File: config.mk
export PLATFORM = sky130hd
export DESIGN_NAME = rtc_alarm_timer
export DESIGN_NICKNAME = d
export VERILOG_FILES = /design/src/rtl/rtc_pkg.sv /design/src/rtl/rtc_counter.sv /design/src/rtl/rtc_alarm.sv /design/src/rtl/rtc_periodic.sv /design/src/rtl/rtc_alarm_timer.sv
export SDC_FILE = /design/constraint.sdc
export NUM_CORES = 1
export LEC_CHECK = 0
export BUFFER_PORTS_ARGS = -buffer_cell sky130_fd_sc_hd__buf_2
export CAP_MARGIN = 10
export CORE_MARGIN = 4
export CORE_UTILIZATION = 61
export CTS_CLUSTER_SIZE = 12
export DETAILED_ROUTE_END_ITERATION = 8
export GPL_TIMING_DRIVEN = 0
export PLACE_DENSITY = 0.81
export SYNTH_ARGS = -nofsm -noshare
export SYNTH_HDL_FRONTEND = slang
export SYNTH_SLANG_ARGS = --single-unit
export TNS_END_PERCENT = 5
File: constraint.sdc
create_clock -name clk -period 3 [get_ports clk]
set_input_delay 0.45 -clock clk [delete_from_list [all_inputs] [get_ports clk]]
set_output_delay 0.45 -clock clk [all_outputs]
set_load 0.05 [all_outputs]
File: src/rtl/rtc_pkg.sv
package rtc_pkg;
  typedef enum logic [2:0] {
    A_CTRL   = 3'd0,
    A_CNT_LO = 3'd1,
    A_CNT_HI = 3'd2,
    A_ALM_LO = 3'd3,
    A_ALM_HI = 3'd4,
    A_PERIOD = 3'd5,
    A_STATUS = 3'd6,
    A_IRQ_EN = 3'd7
  } reg_addr_e;

  localparam int CTL_W       = 5;
  localparam int CTL_PER_EN  = 0;
  localparam int CTL_CLR     = 1;
  localparam int CTL_FRZ_HI  = 2;
  localparam int CTL_FRZ_LO  = 3;
  localparam int CTL_FRZ_PER = 4;

  // status / enable word: bit 31 rollover, 30 alarm, 29 periodic
  localparam int EV_N    = 3;
  localparam int EV_LSB  = 29;
  localparam int EV_ROLL = 2;
  localparam int EV_ALM  = 1;
  localparam int EV_PER  = 0;
endpackage

File: src/rtl/rtc_counter.sv
module rtc_counter #(
  parameter int LO_W = 32,
  parameter int HI_W = 8
) (
  input  logic            clk,
  input  logic            rst_n,
  input  logic            tick,
  input  logic            clr,
  input  logic            frz_lo,
  input  logic            frz_hi,
  output logic [LO_W-1:0] cnt_lo,
  output logic [HI_W-1:0] cnt_hi,
  output logic            wrap
);
  logic [LO_W-1:0] lo_n;
  logic [HI_W-1:0] hi_n;
  logic            lo_step, lo_full, hi_full, carry;

  assign lo_full = &cnt_lo;
  assign hi_full = &cnt_hi;
  assign lo_step = tick && !clr && !frz_lo;
  assign carry   = lo_step && lo_full && !frz_hi;
  assign wrap    = carry && hi_full;

  always_comb begin
    lo_n = cnt_lo;
    hi_n = cnt_hi;
    if (clr) begin
      lo_n = '0;
      hi_n = '0;
    end else begin
      if (lo_step) lo_n = cnt_lo + LO_W'(1);
      if (carry)   hi_n = cnt_hi + HI_W'(1);
    end
  end

  always_ff @(posedge clk or negedge rst_n) begin
    if (!rst_n) begin
      cnt_lo <= '0;
      cnt_hi <= '0;
    end else begin
      cnt_lo <= lo_n;
      cnt_hi <= hi_n;
    end
  end

  // clear forces zero
  a_r3_clear_holds: assert property (@(posedge clk) disable iff (!rst_n)
    clr |=> (cnt_lo == '0 && cnt_hi == '0));
  // low freeze holds the whole count
  a_r4_freeze_lo: assert property (@(posedge clk) disable iff (!rst_n)
    (frz_lo && !clr) |=> ($stable(cnt_lo) && $stable(cnt_hi)));
  // a free tick steps the low part by one
  a_r2_step: assert property (@(posedge clk) disable iff (!rst_n)
    (tick && !clr && !frz_lo) |=> (cnt_lo == $past(cnt_lo) + LO_W'(1)));
endmodule

File: src/rtl/rtc_alarm.sv
module rtc_alarm #(
  parameter int CNT_W = 40
) (
  input  logic             clk,
  input  logic             rst_n,
  input  logic [CNT_W-1:0] cnt,
  input  logic [CNT_W-1:0] alarm,
  output logic             hit
);
  logic eq, eq_q;

  assign eq  = (cnt == alarm);
  assign hit = eq && !eq_q;

  always_ff @(posedge clk or negedge rst_n) begin
    if (!rst_n) eq_q <= 1'b0;
    else        eq_q <= eq;
  end

  // one event per arrival at the alarm value
  a_r7_single_hit: assert property (@(posedge clk) disable iff (!rst_n)
    hit |=> !hit);
endmodule

File: src/rtl/rtc_periodic.sv
module rtc_periodic #(
  parameter int PER_W = 32
) (
  input  logic             clk,
  input  logic             rst_n,
  input  logic             tick,
  input  logic             run,
  input  logic             load,
  input  logic [PER_W-1:0] load_val,
  output logic             fire
);
  logic [PER_W-1:0] dcnt, dcnt_n;
  logic             step;

  assign step = run && tick && !load;
  assign fire = step && (dcnt == '0);

  always_comb begin
    dcnt_n = dcnt;
    if (load)       dcnt_n = load_val;
    else if (fire)  dcnt_n = load_val;
    else if (step)  dcnt_n = dcnt - PER_W'(1);
  end

  always_ff @(posedge clk or negedge rst_n) begin
    if (!rst_n) dcnt <= '0;
    else        dcnt <= dcnt_n;
  end

  // reload on terminal count or load
  a_r8_reload: assert property (@(posedge clk) disable iff (!rst_n)
    (fire || load) |=> (dcnt == $past(load_val)));
  // disabled or frozen counter holds
  a_r8_hold: assert property (@(posedge clk) disable iff (!rst_n)
    (!run && !load) |=> $stable(dcnt));
endmodule

File: src/rtl/rtc_alarm_timer.sv
module rtc_alarm_timer
  import rtc_pkg::*;
#(
  parameter int LO_W  = 32,
  parameter int HI_W  = 8,
  parameter int PER_W = 32
) (
  input  logic        clk,
  input  logic        rst_n,
  input  logic        tick_en,
  input  logic        tmr_tick,
  input  logic        bus_wr,
  input  logic        bus_rd,
  input  logic [2:0]  bus_addr,
  input  logic [31:0] bus_wdata,
  output logic [31:0] bus_rdata,
  output logic        irq_roll,
  output logic        irq_alarm,
  output logic        irq_per
);
  localparam int CNT_W = LO_W + HI_W;

  logic [CTL_W-1:0] ctrl_q, ctrl_n;
  logic [LO_W-1:0]  alm_lo_q, alm_lo_n;
  logic [HI_W-1:0]  alm_hi_q, alm_hi_n;
  logic [PER_W-1:0] per_q, per_n;
  logic [EV_N-1:0]  st_q, st_n, en_q, en_n, ev_set;
  logic [HI_W-1:0]  shadow_q, shadow_n;

  logic [LO_W-1:0]  cnt_lo;
  logic [HI_W-1:0]  cnt_hi;
  logic             wrap, hit, fire;
  logic             wr_ctrl, wr_per, ctrl_zero, rd_lo;
  logic [PER_W-1:0] reload_val;
  logic             unused_wdata;

  assign unused_wdata = ^bus_wdata;

  assign wr_ctrl    = bus_wr && (bus_addr == A_CTRL);
  assign wr_per     = bus_wr && (bus_addr == A_PERIOD);
  assign ctrl_zero  = wr_ctrl && (bus_wdata[CTL_W-1:0] == '0) && (bus_wdata == 32'd0);
  assign rd_lo      = bus_rd && (bus_addr == A_CNT_LO);
  assign reload_val = wr_per ? bus_wdata[PER_W-1:0] : per_q;

  rtc_counter #(.LO_W(LO_W), .HI_W(HI_W)) u_cnt (
    .clk    (clk),
    .rst_n  (rst_n),
    .tick   (tick_en),
    .clr    (ctrl_q[CTL_CLR]),
    .frz_lo (ctrl_q[CTL_FRZ_LO]),
    .frz_hi (ctrl_q[CTL_FRZ_HI]),
    .cnt_lo (cnt_lo),
    .cnt_hi (cnt_hi),
    .wrap   (wrap)
  );

  rtc_alarm #(.CNT_W(CNT_W)) u_alm (
    .clk   (clk),
    .rst_n (rst_n),
    .cnt   ({cnt_hi, cnt_lo}),
    .alarm ({alm_hi_q, alm_lo_q}),
    .hit   (hit)
  );

  rtc_periodic #(.PER_W(PER_W)) u_per (
    .clk      (clk),
    .rst_n    (rst_n),
    .tick     (tmr_tick),
    .run      (ctrl_q[CTL_PER_EN] && !ctrl_q[CTL_FRZ_PER]),
    .load     (wr_per || ctrl_zero),
    .load_val (reload_val),
    .fire     (fire)
  );

  always_comb begin
    ev_set          = '0;
    ev_set[EV_ROLL] = wrap;
    ev_set[EV_ALM]  = hit;
    ev_set[EV_PER]  = fire;
  end

  // next-state for the register file
  always_comb begin
    ctrl_n   = ctrl_q;
    alm_lo_n = alm_lo_q;
    alm_hi_n = alm_hi_q;
    per_n    = per_q;
    en_n     = en_q;
    shadow_n = shadow_q;
    st_n     = st_q | ev_set;
    if (bus_wr) begin
      unique case (bus_addr)
        A_CTRL:   begin
          ctrl_n = bus_wdata[CTL_W-1:0];
          if (ctrl_zero) st_n = ev_set;
        end
        A_ALM_LO: alm_lo_n = bus_wdata[LO_W-1:0];
        A_ALM_HI: alm_hi_n = bus_wdata[HI_W-1:0];
        A_PERIOD: per_n    = bus_wdata[PER_W-1:0];
        A_STATUS: st_n     = (st_q & ~bus_wdata[EV_LSB +: EV_N]) | ev_set;
        A_IRQ_EN: en_n     = bus_wdata[EV_LSB +: EV_N];
        default:  ;
      endcase
    end
    if (rd_lo) shadow_n = cnt_hi;
  end

  always_ff @(posedge clk or negedge rst_n) begin
    if (!rst_n) begin
      ctrl_q   <= '0;
      alm_lo_q <= '1;
      alm_hi_q <= '1;
      per_q    <= '0;
      st_q     <= '0;
      en_q     <= '0;
      shadow_q <= '0;
    end else begin
      ctrl_q   <= ctrl_n;
      alm_lo_q <= alm_lo_n;
      alm_hi_q <= alm_hi_n;
      per_q    <= per_n;
      st_q     <= st_n;
      en_q     <= en_n;
      shadow_q <= shadow_n;
    end
  end

  always_comb begin
    bus_rdata = 32'd0;
    unique case (bus_addr)
      A_CTRL:   bus_rdata = 32'(ctrl_q);
      A_CNT_LO: bus_rdata = 32'(cnt_lo);
      A_CNT_HI: bus_rdata = 32'(shadow_q);
      A_ALM_LO: bus_rdata = 32'(alm_lo_q);
      A_ALM_HI: bus_rdata = 32'(alm_hi_q);
      A_PERIOD: bus_rdata = 32'(per_q);
      A_STATUS: bus_rdata = {st_q, {EV_LSB{1'b0}}};
      A_IRQ_EN: bus_rdata = {en_q, {EV_LSB{1'b0}}};
      default:  bus_rdata = 32'd0;
    endcase
  end

  assign irq_roll  = st_q[EV_ROLL] && en_q[EV_ROLL];
  assign irq_alarm = st_q[EV_ALM]  && en_q[EV_ALM];
  assign irq_per   = st_q[EV_PER]  && en_q[EV_PER];

  // wrap reaches rollover status
  a_r6_roll_sets: assert property (@(posedge clk) disable iff (!rst_n)
    wrap |=> st_q[EV_ROLL]);
  // alarm hit reaches alarm status
  a_r7_alarm_sets: assert property (@(posedge clk) disable iff (!rst_n)
    hit |=> st_q[EV_ALM]);
  // periodic fire reaches periodic status
  a_r8_per_sets: assert property (@(posedge clk) disable iff (!rst_n)
    fire |=> st_q[EV_PER]);
  // all-zero control write wipes status absent new events
  a_r10_zero_ctrl: assert property (@(posedge clk) disable iff (!rst_n)
    (ctrl_zero && !wrap && !hit && !fire) |=> (st_q == '0));
  // shadow only moves on a low read
  a_r5_shadow_stable: assert property (@(posedge clk) disable iff (!rst_n)
    !rd_lo |=> $stable(shadow_q));
endmodule

; ---- Yosys cells after proc, flatten, opt, wreduce, memory -nomap -nowiden
; Index checks and enable logic that the tools add are counted.
[op_classes]
n_addsub = 3
n_eq_ne = 8
muxes = 12
bitwise_logic = 4
n_reduce_logical = 39
[ops]
columns = cell, n
row1 = $pmux W32 S8, 1
row2 = $mux W32, 6
row3 = $logic_not A32 Y1, 2
row4 = $eq A40 B40 Y1, 1
row5 = $add A32 B1 Y32 const B, 1
row6 = $reduce_and A32 Y1, 1
row7 = $sub A32 B1 Y32 const B, 1
row8 = $logic_and A1 B1 Y1, 18
row9 = $mux W8, 2
row10 = $eq A3 B3 Y1 const B, 4
row11 = $reduce_and A2 Y1, 5
row12 = $add A8 B1 Y8 const B, 1
row13 = $reduce_and A8 Y1, 1
row14 = $eq A3 B2 Y1 const B, 2
row15 = $logic_not A1 Y1, 6
row16 = $mux W3, 2
row17 = $or A3 B3 Y3, 2
row18 = $pmux W3 S2, 1
row19 = $logic_not A5 Y1, 1
row20 = $reduce_bool A2 Y1, 2
row21 = $and A3 B3 Y3, 1
row22 = $eq A3 B1 Y1 const B, 1
row23 = $logic_not A3 Y1, 1
row24 = $not A3 Y3, 1
row25 = 2 further kinds, 2
[totals]
reg_bits = 164
output_inout_bits = 35
wordCells = 77

; ---- Longest topological paths before layout
; Gate-level depths: netlist of run 1.
[logic_depth]
ltp_word = 12
mapped_depth = 11
mapped_depth_nobuf = 8

; ---- Cells and area by module
; A second synthesis of run 1 with hierarchy kept.
[unflattened]
cells_unflattened = 900
area_unflattened_um2 = 9410.3
[modules_own_cells]
columns = module, n_inst, cells_each, area_each_um2
row1 = rtc_alarm_timer, 1, 388, 4778.3
row2 = rtc_periodic, 1, 240, 2130.8
row3 = rtc_counter, 1, 216, 2029.4
row4 = rtc_alarm, 1, 56, 471.7

; ---- Least setup slack after synthesis of run 1
; Ideal clock, no wire load.
[synth_path]
kind = input to output
from = input bus_addr[0]
to = output bus_rdata[2]
arrival_time_ns = 2.636
required_ns = 2.550
setup_slack_ns = -0.086
cell_stages = 6
cell_sequence = buf_1 -> buf_1 -> mux2i_1 -> nand2_1 -> nand2_1 -> a221oi_1
[synth_between]
elab_chain_cells = 2
word_cells_on_any_way = 9
cone_classes = eq/ne (7) / mux (1) / reduce/logical (1)
[synth_lines]
columns = element, line
row1 = from (decl), rtc_alarm_timer.sv:14  ; input logic [2:0] bus_addr,
row2 = $eq A3 B3 Y1 (tied with other cells), rtc_alarm_timer.sv:130  ; unique case (bus_addr)
row3 = $pmux W32 S8 (*), rtc_alarm_timer.sv:130
row4 = to (decl), rtc_alarm_timer.sv:16  ; output logic [31:0] bus_rdata,
; Mark *: on every way between the ends. The rest lies on a longest branch, timed or not.

; ---- Worst setup path after layout of run 1
[layout_path]
from = input bus_wdata[11]
to = register u_per.dcnt[14]
[layout_between]
elab_chain_cells = 8
word_cells_on_any_way = 9
cone_classes = mux (2) / reduce/logical (7)
[layout_lines]
columns = element, line
row1 = from (decl), rtc_alarm_timer.sv:15  ; input logic [31:0] bus_wdata,
row2 = $logic_not A32 Y1 (*), rtc_alarm_timer.sv:41  ; assign ctrl_zero = wr_ctrl && (bus_wdata[CTL_W-1:0] == '0) && (bus_wdata == 32'd0);
row3 = $logic_and A1 B1 Y1 (*), rtc_alarm_timer.sv:41
row4 = $logic_or A1 B1 Y1 (*), rtc_alarm_timer.sv:70  ; .load (wr_per || ctrl_zero),
row5 = $logic_not A1 Y1, rtc_periodic.sv:15  ; assign step = run && tick && !load;
row6 = $logic_and A1 B1 Y1, rtc_periodic.sv:15
row7 = $logic_and A1 B1 Y1, rtc_periodic.sv:16  ; assign fire = step && (dcnt == '0);
row8 = $mux W32, rtc_periodic.sv:21  ; else if (fire) dcnt_n = load_val;
row9 = $mux W32, rtc_periodic.sv:20  ; if (load) dcnt_n = load_val;
row10 = to (signal assigned), rtc_periodic.sv:27  ; else dcnt <= dcnt_n;
row11 = to (decl), rtc_periodic.sv:12  ; logic [PER_W-1:0] dcnt, dcnt_n;
; Marked as above.
; A chain may end at the register's enable or synchronous reset.

==> results.tsv, run 1 <==
metric	value	unit
CTS Buf Count	17	
Least-Margin Pin Slew	1.27	ns
Startpoint Class	input pin	
I/O pins	76	
Tcrit/Tclk final	103	%
Vias	8110	
Worst EP arrival	3.45	ns
Top delay family on crit path	simple AND/OR/NAND/NOR gates	
die height	131	um
Post-synth EDFFs	0	
RSZ-0062 raised after global routing	true	
core area	14800	um2
Hold WS	0.282	ns
DRC errors left	0	
final hold vios	0	
initial antenna violation count	0	
Avg Cell Area, Syn	9.61	um2
Setup WS post-layout	-0.102	ns
pre-CTS setup slack	-0.545	ns
worst hold endpoint	alm_lo_q[16]	
worst path bufs/invs	3	
Synth cell types	61	
largest cells by area after synthesis	dfrtp_1 (33%), dfstp_2 (11%), mux2_2 (7.4%)	
Detail Route Antenna Nets	0	
Worst Clk Skew	0.00703	ns
fmax	0.322	GHz
critical-path cell list	buf_2 > nor4_1 > nand4_1 > nor4_2 > or3_1 > clkbuf_1 > clkbuf_1 > nand2_1 > o211ai_1	
layout cells sized above 1	23.1	%
row count	44	
number of diodes	0	
cell mode on critical path	clkbuf_1	
Skew-Pair Late Insertion Delay	0.44	ns
GRT busiest layer	met2	
DP Wirelength	21000	um
hold path start	bus_wdata[16]	
met2 usage	53.4	%
worst reg2reg startpoint	u_per.dcnt[22]	
largest net degree at the start of global routing	116	
clk buf depth	2	
register area share after synthesis	44.7	%
Port Buf Inserts	74	
Seq cells post-synth	164	
DRT Pass-1 Iters	5	
cell taking the most area after synthesis	dfrtp_1	
NumNets Final	1107	
status	finished, violations left	
Initial Util	63.0	%
hold depth	2	
Congestion Overflow GR	0	
crit path kind	input pin to register	
Clock Sinks	164	
minimum clock period	3.10	ns
routing usage on met1	43.0	%
CP Data Required Time	3.35	ns
vias in the first global route	8032	
number of fillers in the final layout	1089	
Avg WL per Cell	22.6	um
multi-input logic area	4860	um2
most common cell after layout, fill and taps aside	nand2_1	
GRT Total Usage	32.8	%
H-tree depth	4	
Synth top area share	33.4	%
most frequent cells in the layout	nand2_1 (161), dfrtp_1 (124), buf_2 (78)	
warnings from Yosys	0	
CP Max Fanout	10	
P_leak	0.00469	uW
r2r setup slk	0.09	ns
Hold Path Class	input pin to register	
DIE AREA	17300	um2
synthesized cell area	9300	um2
# setup viols final	14	
first-pass GRT wire length	44400	um
Die X	131	um
drt total wl	28500	um
Sequential Area	4150	um2
Worst setup EP type	register	
fin. max-slew vios	0	
Clock Pin Slew Worst Setup and Hold Paths	0.07	ns
global routing usage on met3	7.22	%
syn_nets	1013	
Cell Pwr Density	636	nW/um2
peak supply drop	0.000505	V
MaxCap Viol Count	0	
CTS tree	yes	
CP max stage cell	nor4_1	
worst r2r path cells	7	
Post-synth ARST share	100	%
clk root buf	clkbuf_16	
Synth Flop Type	dfrtp_1	
CP peak stage delay	0.64	ns
Critical R2R Capture	u_per.dcnt[18]	
Layout area overhead	13.5	%
Iter 0 DRT Violations	721	
Syn Inst Count	968	
via density per instance	6.44	
Max-slew headroom	14.6	%
failing checks	negative setup slack	
GPL Wtd Cong	0.959	
-- cells by family after synthesis --
| logic type | share of synthesized area, % |
|---|---|
| buffers and inverters | 3.61 |
| DFF | 44.7 |
| AOI/OAI and AO/OA | 8.57 |
| and+or+nand+nor | 23.3 |
| adders and majority gates | 0.538 |
| xor gates and xnor gates | 5.84 |
| muxes | 13.5 |
-- cell usage after synthesis (all sizes together) (4+ instances only) --
cell	count
nand2b	9
ha	4
a22oi	10
xor2	46
o22a	5
clkbuf	46
o21ai	43
dfstp	40
or3	4
or4	7
nor4	37
and3	12
mux2	61
o22ai	14
nand3b	12
nor2b	5
nor3	34
nand3	30
xnor2	16
mux4	6
nand2	161
and2	28
dfrtp	124
buf	13
mux2i	43
o211ai	10
inv	23
nand4	26
nor2	44
and4	6
a21oi	15
-- worst register-to-register path, stage by stage (launching register included) --
cell,delay [ns]
dfrtp_1,0.45
or4_4,0.57
or4_4,0.48
nor4_4,0.34
nor3_2,0.19
clkbuf_1,0.34
a21oi_1,0.22
o221ai_1,0.15
-- how the worst max path moves through the flow --
stage                        startpoint             end  slack (ns)  cells past startpoint
after floorplan             bus_addr[0]    bus_rdata[0]        0.05                      5
after global placement            rst_n   u_per.dcnt[4]       -1.01                      1
after detailed placement    bus_addr[0]    bus_rdata[7]       -0.55                      7
after CTS                 bus_wdata[11]   u_per.dcnt[7]        0.03                      9
after global routing      bus_wdata[11]  u_per.dcnt[14]       -0.07                      9
final                     bus_wdata[11]  u_per.dcnt[14]       -0.10                      9
-- power breakdown --
| part | internal, uW | leakage (uW) | switching [uW] | total [uW] |
|---|---|---|---|---|
| clock | 1080 | 0.000271 | 997 | 2080 |
| sequential | 2670 | 0.00203 | 415 | 3080 |
| combinational | 605 | 0.00239 | 947 | 1550 |
-- registers in the layout (all words and copies together), names as in the netlist --
name	cells
alm_lo_q	32
per_q	32
u_cnt.cnt_lo	32
u_per.dcnt	32
alm_hi_q	8
shadow_q	8
u_cnt.cnt_hi	8
ctrl_q	5
en_q	3
st_q	3
u_alm.eq_q	1
-- metal layers --
| metal | part of all wire (%) | wire (um) |
|---|---|---|
| met1 | 40 | 11300 |
| met3 | 8.8 | 2510 |
| met2 | 48 | 13600 |
| met5 | 0 | 0 |
| met4 | 4.1 | 1180 |
-- cell type report --
class                           instances  area share, %
Inverter                               23          0.818
Sequential cell                       164           39.4
Clock inverter                         15           1.21
Timing Repair Buffer                   76           3.96
Tap cell                              184           2.18
Buffer                                 58           2.38
Multi-Input combinational cell        722           46.1
Clock buffer                           17           4.03
-- what timing repair did --
item / in CTS / in global routing
endpoints found under the hold margin: 38 / 0
pin swaps: 1 / 2
hold buffers: 1 / 0
gates resized for setup: 6 / 7
setup buffers: 0 / 0
gates cloned: 0 / 0
endpoints found under the setup margin: 46 / 29
-- through the flow --
step | power, uW | setup TNS, ns | util [%] | instances | instance area (um2)
finish | 6710 | -0.499 | 71.5 | 1259 | 10600
global route | 6980 | -0.610 | 71.5 | 1259 | 10600
CTS | 6650 | 0 | 71.4 | 1259 | 10500
detailed placement | 4570 | -14.10 | 67.4 | 1227 | 9950
global placement | 4520 | -139.14 | 67.1 | 1226 | 9900
floorplan | 4010 | 0 | - | 968 | 9300
Power figures use the tool's default switching activity.
==> run 2, diff against run 1 <==
--- a/config.mk
+++ b/config.mk
@@ -8,11 +8,11 @@
 export BUFFER_PORTS_ARGS = -buffer_cell sky130_fd_sc_hd__buf_2
 export CAP_MARGIN = 10
 export CORE_MARGIN = 4
-export CORE_UTILIZATION = 61
+export CORE_UTILIZATION = 55
 export CTS_CLUSTER_SIZE = 12
 export DETAILED_ROUTE_END_ITERATION = 8
 export GPL_TIMING_DRIVEN = 0
-export PLACE_DENSITY = 0.81
+export PLACE_DENSITY = 0.77
 export SYNTH_ARGS = -nofsm -noshare
 export SYNTH_HDL_FRONTEND = slang
 export SYNTH_SLANG_ARGS = --single-unit
==> constraint.sdc (replaced) <==
create_clock -name clk -period 2.5 [get_ports clk]
set_input_delay 0.375 -clock clk [delete_from_list [all_inputs] [get_ports clk]]
set_output_delay 0.375 -clock clk [all_outputs]
set_load 0.05 [all_outputs]
==> run 2 against run 1 <==
Compared with the run above:
- the run still ends with negative setup slack left
- clock power increased by 22%
- clock skew increased by 0.0020 ns
- critical path depth shrank 1
- die area grew 10%
- non-clock buffer count rose by 16
- critical path type is now register to register
- critical endpoint is now u_per.dcnt[22]
- largest power group unchanged
==> results.tsv, run 2 (synthesis gave the netlist of run 1 again) <==
metric	value	unit	change
CP Max Fanout	13		+3
switching power	2880	uW	+22%
Worst setup EP type	register		
Critical R2R Capture	u_per.dcnt[22]		
number of fillers in the final layout	1323		+21%
most common cell after layout, fill and taps aside	nand2_1		
die height	138	um	+5.0%
most frequent cells in the layout	nand2_1 (161), dfrtp_1 (121), buf_2 (75)		
core area	16600	um2	+12%
H-tree depth	4		unchanged
minimum clock period	2.66	ns	
CP Data Required Time	2.83	ns	-0.52 ns
DIE AREA	19000	um2	+10%
P_leak	0.00481	uW	+2.5%
# setup viols final	33		+19
first-pass GRT wire length	45400	um	+2.2%
cell mode on critical path	or4_4		
CP peak stage delay	0.58	ns	-0.06 ns
initial antenna violation count	0		unchanged
layout cells sized above 1	26.1	%	+3.1 points
Flop pwr share	45.5	%	-0.4 points
Detail Route Antenna Nets	0		unchanged
setup TNS	-3.62	ns	-3.12 ns
Skew-Pair Late Insertion Delay	0.45	ns	about the same
Iter 0 DRT Violations	792		+9.8%
CTS tree	yes		
GPL Wtd Cong	0.968		+0.95%
DRT Pass-1 Iters	5		unchanged
multi-input logic area	4920	um2	+1.3%
drt total wl	29000	um	+1.9%
critical-path cell list	or4_4 > or4_4 > nor4_4 > buf_4 > nor3_4 > buf_6 > mux2i_1 > o22a_1		
GRT Total Usage	30.2	%	-2.6 points
Congestion Overflow GR	0		unchanged
Tcrit/Tclk final	106	%	
Clk network pwr share	31.2	%	+0.2 points
final hold vios	0		unchanged
vias in the first global route	7989		-0.54%
worst reg2reg startpoint	u_per.dcnt[24]		
worst setup path end	u_per.dcnt[22]		
failing checks	negative setup slack		
clk root buf	clkbuf_16		
largest net degree at the start of global routing	85		-27%
I/O pins	76		unchanged
Max-slew headroom	9.64	%	-5.0 points
Hold Path Class	input pin to register		
MaxCap Viol Count	0		unchanged
status	finished, violations left		
peak supply drop	0.000566	V	+12%
sw frac	35.5	%	+0.28 points
Worst EP arrival	2.99	ns	-0.46 ns
fin. max-slew vios	0		unchanged
Startpoint Class	register		
hold path start	bus_wdata[16]		
Setup WS post-layout	-0.157	ns	-0.0549 ns
Initial Util	56.1	%	-7.0 points
Clock Pin Slew Worst Setup and Hold Paths	0.07	ns	about the same
CTS Buf Count	17		unchanged
Clock Sinks	164		unchanged
Worst Clk Skew	0.00902	ns	+0.00200 ns
Cell Pwr Density	749	nW/um2	+18%
Power Internal	5240	uW	+21%
row count	47		+6.8%
crit path kind	register to register		
pre-CTS setup slack	-0.826	ns	-0.281 ns
Avg WL per Cell	22.2	um	-2.2%
clk buf depth	2		unchanged
Sequential Area	4160	um2	about the same
fmax	0.376	GHz	
Layout area overhead	16.7	%	
Vias	8201		+1.1%
NumNets Final	1123		+1.4%
combinational power share	23.3	%	+0.2 points
worst setup path start	u_per.dcnt[24]		
Finished Layout Cells	1311		+4.1%
# placed instances	1263		+2.9%
DRC errors left	0		unchanged
Die X	138	um	+5.0%
worst r2r path cells	8		+1
RSZ-0062 raised after global routing	true		
via density per instance	6.26		-2.9%
CP max stage cell	or4_4		
number of diodes	0		unchanged
Least-Margin Pin Slew	1.34	ns	+0.0739 ns
DP Wirelength	21200	um	+1.1%
Port Buf Inserts	74		unchanged
r2r setup slk	-0.16	ns	-0.25 ns
## run 2: changes by cell type in the layout (fill, tap and decap cells not counted), moves of 4 or more
cell,change
clkbuf_1,-6
clkinv_4,-4
buf_4,+15
clkinvlp_4,+4
clkbuf_4,+6
nor4_1,-4
## run 2: stage by stage
stage	util (%)	hold slack, ns	total power (uW)	instance area, um2
floorplan	-	0.0794	4820	9300
global placement	60.0	0.484	5430	9950
detailed placement	60.2	0.403	5500	9990
CTS	64.7	0.187	8060	10700
global route	65.4	0.206	8450	10800
finish	65.4	0.188	8130	10800
## run 2: critical path: cells and delay by family, from the launching register on
family	cells	cell delay, ns
AO/OA/AOI/OAI	1	0.21
buffers and inverters	2	0.37
flip-flops	1	0.40
multiplexers	1	0.12
AND/OR/NAND/NOR	4	1.44
## run 2: final cells by class
| type | instances | share of cell area, % |
|---|---|---|
| Timing Repair Buffer | 92 | 4.98 |
| Buffer | 58 | 2.85 |
| Sequential cell | 164 | 38.3 |
| Clock buffer | 18 | 3.96 |
| Multi-Input combinational cell | 722 | 45.4 |
| Clock inverter | 14 | 1.14 |
| Inverter | 23 | 0.796 |
| Tap cell | 220 | 2.54 |
## run 2: how the worst min path moves through the flow
stage / end / slack, ns / cells past startpoint
floorplan: ctrl_q[0] / 0.08 / 0
global placement: shadow_q[0] / 0.48 / 1
detailed placement: u_cnt.cnt_lo[13] / 0.40 / 1
CTS: per_q[16] / 0.19 / 3
global route: alm_lo_q[13] / 0.21 / 2
finish: per_q[16] / 0.19 / 3
## run 2: metal layers
metal  vias to the layer above  track usage (%)  share of wire, %
li1                       3684                -                 -
met1                      4024             39.9                40
met2                       422             49.5                48
met3                        71             6.66               8.3
met4                         0             10.6               3.5
met5                         -                0                 0
## run 2: power by group through the flow
stage | clock network (uW) | registers, uW | logic (uW)
2_1_floorplan | 0 | 3520 | 1290
3_3_place_gp | 0 | 3680 | 1760
3_5_place_dp | 0 | 3700 | 1800
4_1_cts | 2550 | 3660 | 1850
5_1_grt | 2670 | 3750 | 2030
6_report | 2540 | 3700 | 1890
## run 2: what timing repair did
action | in CTS | in global routing
hold endpoints to repair | 59 | 0
gates cloned | 2 | 1
hold buffers | 1 | 0
buffers inserted | 6 | 7
setup endpoints to repair | 75 | 53
gates resized for setup | 37 | 18
pin swaps | 3 | 6
==> run 3, diff against run 2 <==
--- a/config.mk
+++ b/config.mk
@@ -12,7 +12,7 @@
 export CTS_CLUSTER_SIZE = 12
 export DETAILED_ROUTE_END_ITERATION = 8
 export GPL_TIMING_DRIVEN = 0
-export PLACE_DENSITY = 0.77
+export PLACE_DENSITY_LB_ADDON = 0.3
 export SYNTH_ARGS = -nofsm -noshare
 export SYNTH_HDL_FRONTEND = slang
 export SYNTH_SLANG_ARGS = --single-unit
==> run 3 against run 2 <==
Compared with the run above:
- the flow still finishes with violations (negative setup slack)
- fmax up 2.1%
- power rose by 0.25%
- sequential share of layout area down 0.27 points
- setup slack better by 0.054 ns
- via count down 0.90%
- global-route usage up 0.14 points
- clock skew fell by 0.0038 ns
- critical endpoint is now u_per.dcnt[29]
- register-to-register slack gained 0.05 ns
- combinational power up 3%
- first-iteration DRC count shrank 10%
- non-clock buffer count is 2 higher
==> results.tsv, run 3 (synthesis gave the netlist of run 1 again) <==
metric	value	unit	change
Skew-Pair Late Insertion Delay	0.43	ns	-0.02 ns
Iter 0 DRT Violations	711		-10%
MaxCap Viol Count	0		unchanged
drt total wl	29200	um	+0.70%
Clock Pin Slew Worst Setup and Hold Paths	0.07	ns	about the same
row count	47		unchanged
Detail Route Antenna Nets	0		unchanged
pre-CTS setup slack	-0.804	ns	+0.0222 ns
final hold vios	0		unchanged
die height	138	um	unchanged
Avg WL per Cell	22.3	um	+0.47%
Clock Sinks	164		unchanged
Worst Clk Skew	0.00522	ns	-0.00380 ns
GRT Total Usage	30.3	%	+0.14 points
initial antenna violation count	0		unchanged
GPL Wtd Cong	0.946		-2.3%
fin. max-slew vios	0		unchanged
NumNets Final	1126		+0.27%
core area	16600	um2	unchanged
Congestion Overflow GR	0		unchanged
Max-slew headroom	41.9	%	+32 points
clk root buf	clkbuf_16		
most frequent cells in the layout	nand2_1 (161), dfrtp_1 (123), buf_2 (76)		
I/O pins	76		unchanged
P_leak	0.00484	uW	+0.73%
status	finished, violations left		
Hold Path Class	input pin to register		
H-tree depth	4		unchanged
CTS tree	yes		
Port Buf Inserts	74		unchanged
DP Wirelength	21200	um	about the same
DRT Pass-1 Iters	6		+1
# setup viols final	34		+3.0%
total power after layout	8150	uW	+0.25%
CP Data Required Time	2.79	ns	-0.04 ns
Initial Util	56.1	%	unchanged
via density per instance	6.18		-1.1%
Setup WS post-layout	-0.103	ns	+0.0539 ns
Worst EP arrival	2.90	ns	-0.09 ns
Vias	8127		-0.90%
minimum clock period	2.60	ns	-0.0539 ns
Finished Core Util	65.8	%	+0.43 points
CTS Buf Count	17		unchanged
first-pass GRT wire length	45700	um	+0.68%
peak supply drop	0.000499	V	-12%
DIE AREA	19000	um2	unchanged
Tcrit/Tclk final	104	%	-2.2 points
number of diodes	0		unchanged
failing checks	negative setup slack		
Least-Margin Pin Slew	0.867	ns	-0.478 ns
DRC errors left	0		unchanged
Worst setup EP type	register		
Layout area overhead	17.4	%	
largest net degree at the start of global routing	94		+11%
CP Max Fanout	10		-3
RSZ-0062 raised after global routing	true		
vias in the first global route	8136		+1.8%
# placed instances	1265		+0.16%
clk buf depth	2		unchanged
layout cells sized above 1	26.8	%	+0.66 points
Finished Layout Cells	1314		+0.23%
fmax	0.384	GHz	+2.1%
Cell Pwr Density	746	nW/um2	-0.41%
most common cell after layout, fill and taps aside	nand2_1		
Startpoint Class	register		
Die X	138	um	unchanged
Hold WS	0.212	ns	+0.0234 ns
crit path kind	register to register		
run 3: cell types whose count changed in the layout (fill, tap and decap cells not counted), sizes merged:
cell	previous run	this run
buf	101	103
nor3	34	35
clkinv	4	2
inv	28	30
run 3: routing by layer:
layer  vias up  wire length (um)  global-route usage, %
met2       404             14300                   50.0
met5         -                 0                      0
li1       3675                 -                      -
met1      3972             11600                   39.9
met4         0              1160                   13.2
met3        76              2210                   4.90
run 3: what timing repair did:
item	in CTS	in global routing
hold buffers	1	0
setup endpoints to repair	76	49
pin swaps	7	13
gates cloned	4	0
setup buffers	12	0
resized for setup	42	28
hold endpoints to repair	56	0
run 3: worst paths after layout:
kind,end,cells after the start,start,slack (ns)
max,u_per.dcnt[29],8,u_per.dcnt[24],-0.10
min,alm_lo_q[16],2,bus_wdata[16],0.21
max reg2reg,u_per.dcnt[29],8,u_per.dcnt[24],-0.10
min reg2reg,shadow_q[7],1,shadow_q[7],0.52
max in group asynchronous,u_per.dcnt[22],3,rst_n,1.14
min in group asynchronous,u_cnt.cnt_lo[11],2,rst_n,0.48
run 3: final cells by class:
cell class	instances	area (um2)
sequential	164	4160
fill	1357	5670
tap	220	275
inverter	23	86.3
clock buffer	18	429
multi-input combinational	723	4980
clock inverter	14	120
timing repair buffer	93	548
buffer	59	320
run 3: power breakdown:
group          switching [uW]  internal, uW  total, uW
registers                 496          3200       3700
clock network            1210          1300       2510
logic                    1160           776       1940
run 3: metrics by stage:
| stage | setup TNS [ns] | instance area, um2 |
|---|---|---|
| 6_report | -1.85 | 10900 |
| 5_1_grt | -5.78 | 10900 |
| 4_1_cts | -5.93 | 10800 |
| 3_5_place_dp | -38.65 | 10000 |
| 3_3_place_gp | -236.96 | 9950 |
| 2_1_floorplan | -1.51 | 9300 |
run 3: critical path, cell delays in order, from the launching register on:
cell      delay [ns]
dfrtp_1         0.40
or4_4           0.55
or4_4           0.47
nor4_4          0.29
buf_4           0.19
nor3_2          0.10
buf_6           0.21
o311ai_0        0.11
o211ai_1        0.14
